===== src/rtl/gpr_pkg.sv =====
package gpr_pkg;
  parameter int GPR_ENTRIES = 32;
  parameter int GPR_WIDTH   = 32;

  function automatic int idx_bits(input int n);
    return (n <= 2) ? 1 : $clog2(n);
  endfunction
endpackage


===== src/rtl/gpr_array.sv =====
module gpr_array #(
  parameter int N  = gpr_pkg::GPR_ENTRIES,
  parameter int W  = gpr_pkg::GPR_WIDTH,
  localparam int AW = gpr_pkg::idx_bits(N)
) (
  input  logic          clk,
  input  logic          rst,
  input  logic          we,
  input  logic [AW-1:0] widx,
  input  logic [W-1:0]  wdata,
  output logic [W-1:0]  q [N]
);
  for (genvar i = 0; i < N; i++) begin : g_entry
    if (i == 0) begin : g_zero
      assign q[i] = '0;
    end else begin : g_reg
      logic hit;
      assign hit = we && (widx == AW'(i));
      always_ff @(posedge clk) begin
        if (rst)      q[i] <= '0;
        else if (hit) q[i] <= wdata;
      end

      p_write_lands_r2: assert property (@(posedge clk) disable iff (rst)
        (we && widx == AW'(i)) |=> (q[i] == $past(wdata)));
      p_hold_when_idle_r3: assert property (@(posedge clk) disable iff (rst)
        !(we && widx == AW'(i)) |=> $stable(q[i]));
    end
  end
endmodule


===== src/rtl/gpr_read_port.sv =====
module gpr_read_port #(
  parameter int N  = gpr_pkg::GPR_ENTRIES,
  parameter int W  = gpr_pkg::GPR_WIDTH,
  localparam int AW = gpr_pkg::idx_bits(N)
) (
  input  logic          clk,
  input  logic          rst,
  input  logic [AW-1:0] ridx,
  input  logic [W-1:0]  q [N],
  input  logic          we,
  input  logic [AW-1:0] widx,
  input  logic [W-1:0]  wdata,
  output logic [W-1:0]  rdata
);
  logic          fwd;
  logic [W-1:0]  stored;

  always_comb begin
    stored = '0;
    if (int'(ridx) < N) stored = q[ridx];
  end

  assign fwd   = !rst && we && (widx == ridx) && (ridx != '0);
  assign rdata = fwd ? wdata : stored;

  p_zero_reads_zero_r4: assert property (@(posedge clk) disable iff (rst)
    (ridx == '0) |-> (rdata == '0));
  p_bypass_r6: assert property (@(posedge clk) disable iff (rst)
    (we && widx == ridx && ridx != '0) |-> (rdata == wdata));
endmodule


===== src/rtl/gpr_hilo.sv =====
module gpr_hilo #(
  parameter int W = gpr_pkg::GPR_WIDTH
) (
  input  logic         clk,
  input  logic         rst,
  input  logic         load,
  input  logic [W-1:0] hi_d,
  input  logic [W-1:0] lo_d,
  output logic [W-1:0] hi,
  output logic [W-1:0] lo
);
  always_ff @(posedge clk) begin
    if (rst) begin
      hi <= '0;
      lo <= '0;
    end else if (load) begin
      hi <= hi_d;
      lo <= lo_d;
    end
  end

  p_hilo_joint_load_r8: assert property (@(posedge clk) disable iff (rst)
    load |=> (hi == $past(hi_d) && lo == $past(lo_d)));
  p_hilo_hold_r9: assert property (@(posedge clk) disable iff (rst)
    !load |=> ($stable(hi) && $stable(lo)));
endmodule


===== src/rtl/gpr_file.sv =====
module gpr_file #(
  parameter int N  = gpr_pkg::GPR_ENTRIES,
  parameter int W  = gpr_pkg::GPR_WIDTH,
  localparam int AW = gpr_pkg::idx_bits(N)
) (
  input  logic          clk,
  input  logic          rst,
  input  logic [AW-1:0] rs_idx,
  output logic [W-1:0]  rs_data,
  input  logic [AW-1:0] rt_idx,
  output logic [W-1:0]  rt_data,
  input  logic          wr_en,
  input  logic [AW-1:0] wr_idx,
  input  logic [W-1:0]  wr_data,
  input  logic          hilo_we,
  input  logic [W-1:0]  hi_in,
  input  logic [W-1:0]  lo_in,
  output logic [W-1:0]  hi_q,
  output logic [W-1:0]  lo_q
);
  localparam int NPORTS = 2;

  logic [W-1:0]  q [N];
  logic [AW-1:0] ridx  [NPORTS];
  logic [W-1:0]  rdata [NPORTS];

  assign ridx[0] = rs_idx;
  assign ridx[1] = rt_idx;
  assign rs_data = rdata[0];
  assign rt_data = rdata[1];

  gpr_array #(.N(N), .W(W)) u_array (
    .clk(clk), .rst(rst), .we(wr_en), .widx(wr_idx), .wdata(wr_data), .q(q)
  );

  for (genvar p = 0; p < NPORTS; p++) begin : g_rd
    gpr_read_port #(.N(N), .W(W)) u_port (
      .clk(clk), .rst(rst), .ridx(ridx[p]), .q(q),
      .we(wr_en), .widx(wr_idx), .wdata(wr_data), .rdata(rdata[p])
    );
  end

  gpr_hilo #(.W(W)) u_hilo (
    .clk(clk), .rst(rst), .load(hilo_we), .hi_d(hi_in), .lo_d(lo_in),
    .hi(hi_q), .lo(lo_q)
  );

  p_reset_clears_hilo_r1: assert property (@(posedge clk)
    $past(rst) |-> (hi_q == '0 && lo_q == '0));
  p_reset_wins_r10: assert property (@(posedge clk)
    (rst && wr_en) |=> (rs_data == '0 || $past(rs_idx) != rs_idx || rs_idx == '0
                        || rst || wr_en));
endmodule


===== config.mk =====
export PLATFORM = sky130hd
export DESIGN_NAME = gpr_file
export DESIGN_NICKNAME = d
export VERILOG_FILES = /design/src/rtl/gpr_pkg.sv /design/src/rtl/gpr_array.sv /design/src/rtl/gpr_read_port.sv /design/src/rtl/gpr_hilo.sv /design/src/rtl/gpr_file.sv
export SDC_FILE = /design/constraint.sdc
export NUM_CORES = 2
export LEC_CHECK = 0
export BUFFER_PORTS_ARGS = -buffer_cell sky130_fd_sc_hd__buf_2
export CORE_UTILIZATION = 50
export CTS_BUF_LIST = sky130_fd_sc_hd__clkbuf_16
export CTS_CLUSTER_SIZE = 20
export DETAILED_ROUTE_END_ITERATION = 10
export GPL_TIMING_DRIVEN = 0
export PLACE_DENSITY_LB_ADDON = 0.08
export SLEW_MARGIN = 20
export SYNTH_ARGS = -nofsm -noshare
export SYNTH_HDL_FRONTEND = slang
export SYNTH_SLANG_ARGS = --single-unit

===== constraint.sdc =====
create_clock -name clk -period 5.86 [get_ports clk]
set_input_delay 1.758 -clock clk [delete_from_list [all_inputs] [get_ports clk]]
set_output_delay 1.758 -clock clk [all_outputs]
set_load 0.05 [all_outputs]

==> impl_metrics.toml <==
[clock_tree]
cts_tree = "done"
cts_max_level = 3
cts-root-buf = "sky130_fd_sc_hd__clkbuf_16"
cts_max_path_buffers = 3
postCtsHoldBufs = 0
clock-sinks = 1056
latest_clock_arrival_within_the_worst_skew_pair_ns = 0.75
clkSlewWorstSetupHoldPaths_ns = 0.06
cts-buffers-inserted = 117

[setup_path]
critical_path.max_fanout = 10
cp_top_family = "buffers and inverters"
buf_inv_on_cp = 4
critical_path.endpoint_type = "primary output"
required_ns = 4.10
cp-start-kind = "primary input"
worst-r2r-cell-count = 2
path_depth = 9
ff2ff_setup_slack_ns = 5.11
arrival_ns = 4.21
cp_dominant_cell_by_count = "sky130_fd_sc_hd__buf_4"
ws_path_type = "in2out"
crit_chain = "buf_4 -> buf_12 -> buf_4 -> nand2b_1 -> o221ai_2 -> o22ai_1 -> a21oi_2 -> nor2_1 -> clkbuf_4"
critical-path-max-stage-delay_ns = 0.55
slowest_stage_cell_cp = "sky130_fd_sc_hd__nand2b_1"

[synthesis]
synth-async-reset-ratio_pct = 0
seq_area_frac_synth_pct = 39.33
postSynthRegisterBits = 1056
synth_area_per_cell_um2 = 8.647
synth.most_common_cell = "sky130_fd_sc_hd__nand2_1"
netlist_instances = 6216
synth_largest_type_area_fraction_pct = 39.33
netlist-cell-type-count = 46
synth-edff-count = 0
yosys_warnings = 0
synth_top_cell_by_area = "sky130_fd_sc_hd__dfxtp_1"
synth.top_cells.by_count = "sky130_fd_sc_hd__nand2_1 (2,112), sky130_fd_sc_hd__dfxtp_1 (1,056), sky130_fd_sc_hd__a21oi_1 (1,008), sky130_fd_sc_hd__clkbuf_1 (469), sky130_fd_sc_hd__mux4_2 (382)"
post_synth_main_area_contributors = "sky130_fd_sc_hd__dfxtp_1 (39%), sky130_fd_sc_hd__mux4_2 (16%), sky130_fd_sc_hd__nand2_1 (15%)"
syn_nets = 6331
synthesis.area_um2 = 53750
ys.flop_type = "sky130_fd_sc_hd__dfxtp_1"

[power_and_ir_drop]
power_per_cell_area_nw_per_um2 = 276.8
power_leakage_nw = 21.60
peakVddDrop_mv = 0.2420

[timing]
final_hold_viol_count = 0
setup_slack_ns = -0.1034
rsz0062_at_grt = "yes"
tightestPinTransition_ns = 1.300
setup-tns-final_ns = -1.724
final-setup-viol-count = 36
finalClockSkew_ns = 0
period_needed_ns = 5.963
max-slew-margin-rel_pct = 13.33
final-max-slew-violation-count = 0
share_of_the_clock_period_used_by_the_worst_path_pct = 101.8
clock.fmax_mhz = 167.7

[cells_and_area]
area.growth.synth_to_final_pct = 15.78
design.final.nets = 6656
fillerInstances = 9711
drive_above_1_share_pct = 18.79
final_area_um2 = 62230

[floorplanning]
rows = 119
die_y_um = 329.9
io_pins = 243
core_region_area_um2 = 105900
floorplan.die_area_um2 = 108800
die_w_um = 329.9
initial_utilization_pct = 50.78

[global_route]
global_route.usage.total_pct = 43.61
grt_pass1_wl_mm = 338.4
global_route.overflow_total = 0
grt_max_degree = 17
number_of_global_route_vias_before_repair = 47209
grt_antenna_before_repair = 9

[route]
drt_iter0_drc = 7285
dr.pass1.iters = 7
route.antenna.remaining_nets = 0
vias = 51274
route.final.wire_length_mm = 242.1
drc = 0
wirelength_per_cell_um = 30.10
detail_route.vias_per_cell = 6.373

[placed_design]
detailed_place_hpwl_mm = 188.7
placement.io_buffers = 202
gp_congestion = 1.042
detailed_place.area_um2 = 56710

[hold_path]
worstHoldPathType = "reg2reg"
min_delay_path_depth = 2

[job]
maxCapViolations = 0

[status]
status = "finished, violations left"
failed_checks = "negative setup slack"
## power breakdown
group | switching [W] | internal, W | leakage (nW)
logic | 0.00153 | 0.000594 | 11.1
clock network | 0.00331 | 0.00448 | 2.02
registers | 0.0000572 | 0.00725 | 8.52
total | 0.00490 | 0.0123 | 21.6
## final cells by class
type                       count  area [um^2]  area share [%]
antenna                       12        30.03         0.04825
buffer                       663         3611           5.802
clock buffer                 118         2953           4.745
clock inverter               102        993.5           1.596
inverter                      10        37.54         0.06031
multi-input combinational   4482        30480           48.98
sequential                  1056        21140           33.97
tap                         1391         1740           2.797
timing repair buffer         211         1246           2.002
## layout by cell type, fill, tap and decap left out, types with 13 or more instances in the layout
| master | Yosys | routed |
|---|---|---|
| sky130_fd_sc_hd__clkbuf_1 | 469 | 407 |
| sky130_fd_sc_hd__mux2i_1 | 273 | 272 |
| sky130_fd_sc_hd__o32a_1 | 32 | 29 |
| sky130_fd_sc_hd__nor3_1 | 22 | 19 |
| sky130_fd_sc_hd__clkinv_2 | 0 | 14 |
| sky130_fd_sc_hd__buf_6 | 9 | 41 |
| sky130_fd_sc_hd__clkinv_1 | 0 | 29 |
| sky130_fd_sc_hd__clkbuf_4 | 0 | 27 |
| sky130_fd_sc_hd__buf_4 | 36 | 65 |
| sky130_fd_sc_hd__clkbuf_16 | 0 | 118 |
| sky130_fd_sc_hd__o211a_1 | 30 | 30 |
| sky130_fd_sc_hd__bufinv_16 | 0 | 19 |
| sky130_fd_sc_hd__nand2_1 | 2112 | 2108 |
| sky130_fd_sc_hd__nor2b_1 | 30 | 27 |
| sky130_fd_sc_hd__buf_12 | 0 | 19 |
| sky130_fd_sc_hd__buf_2 | 112 | 233 |
| sky130_fd_sc_hd__o22ai_1 | 36 | 25 |
| sky130_fd_sc_hd__a221oi_1 | 71 | 63 |
| sky130_fd_sc_hd__buf_1 | 35 | 20 |
| sky130_fd_sc_hd__inv_1 | 10 | 39 |
| sky130_fd_sc_hd__a21oi_1 | 1008 | 1003 |
| sky130_fd_sc_hd__o31ai_2 | 0 | 17 |
| sky130_fd_sc_hd__nor2_1 | 150 | 145 |
| sky130_fd_sc_hd__a22oi_1 | 44 | 39 |
| sky130_fd_sc_hd__o2111ai_1 | 40 | 31 |
| sky130_fd_sc_hd__dfxtp_1 | 1056 | 1056 |
| sky130_fd_sc_hd__clkbuf_2 | 7 | 38 |
| sky130_fd_sc_hd__mux2_2 | 122 | 122 |
| sky130_fd_sc_hd__o31ai_4 | 0 | 13 |
| sky130_fd_sc_hd__buf_8 | 0 | 19 |
| sky130_fd_sc_hd__mux4_2 | 382 | 382 |
## final timing paths
kind                                        to            from
worst max-delay path               rt_data[23]       rt_idx[2]
worst min-delay path            u_array.q[429]  u_array.q[429]
worst max register to register  u_array.q[518]  u_array.q[518]
worst min register to register  u_array.q[429]  u_array.q[429]
## cell families (layout without fill, tap and decap cells)
family / count (synthesis) / count (layout) / synth area share, %
AOI/OAI and AO/OA: 1331 / 1331 / 14.40
xor gates and xnor gates: 8 / 8 / 0.1304
buffers and inverters: 678 / 1104 / 5.389
DFF: 1056 / 1056 / 39.33
muxes: 777 / 777 / 23.64
other: 0 / 12 / 0
and+or+nand+nor: 2366 / 2366 / 17.10
## worst register-to-register path, delay by kind of cell, from the launching register on
| kind | cells | cell delay [ns] |
|---|---|---|
| flops | 1 | 0.43 |
| compound gates | 1 | 0.16 |
| simple gates | 1 | 0.09 |
## sequential cells by signal, summed over array words and instances, names as in the netlist
signal	cells
u_array.q	992
u_hilo.lo	32
u_hilo.hi	32
## per-stage QoR
stage / power (W) / cells / setup WS (ns) / util [%] / hold slack (ns)
final: 0.01723 / 8045 / -0.1034 / 58.79 / 0.4663
after CTS: 0.01709 / 8033 / -0.004541 / 58.38 / 0.4635
after detailed placement: 0.009388 / 7813 / -1.426 / 53.57 / 0.4556
after global placement: 0.009374 / 7809 / -1.804 / 53.52 / 0.4488
after global routing: 0.01751 / 8037 / -0.03545 / 58.77 / 0.4810
after floorplan: 0.008608 / 6216 / 0.2438 / - / 0.4418
## metal layers
layer | up-vias | track usage, % | share of wire (%)
met2 | 3476 | 64.80 | 43
met1 | 24729 | 55.89 | 37
met3 | 731 | 12.79 | 12
met5 | - | 0 | 0.038
met4 | 4 | 26.60 | 7.1
li1 | 22334 | - | -
## timing repair
action,4_1_cts,5_1_grt
buffers inserted,5,0
endpoints found under the setup margin,64,59
gates resized for setup,344,119
pin swaps,11,13
Power figures use the tool's default switching activity.
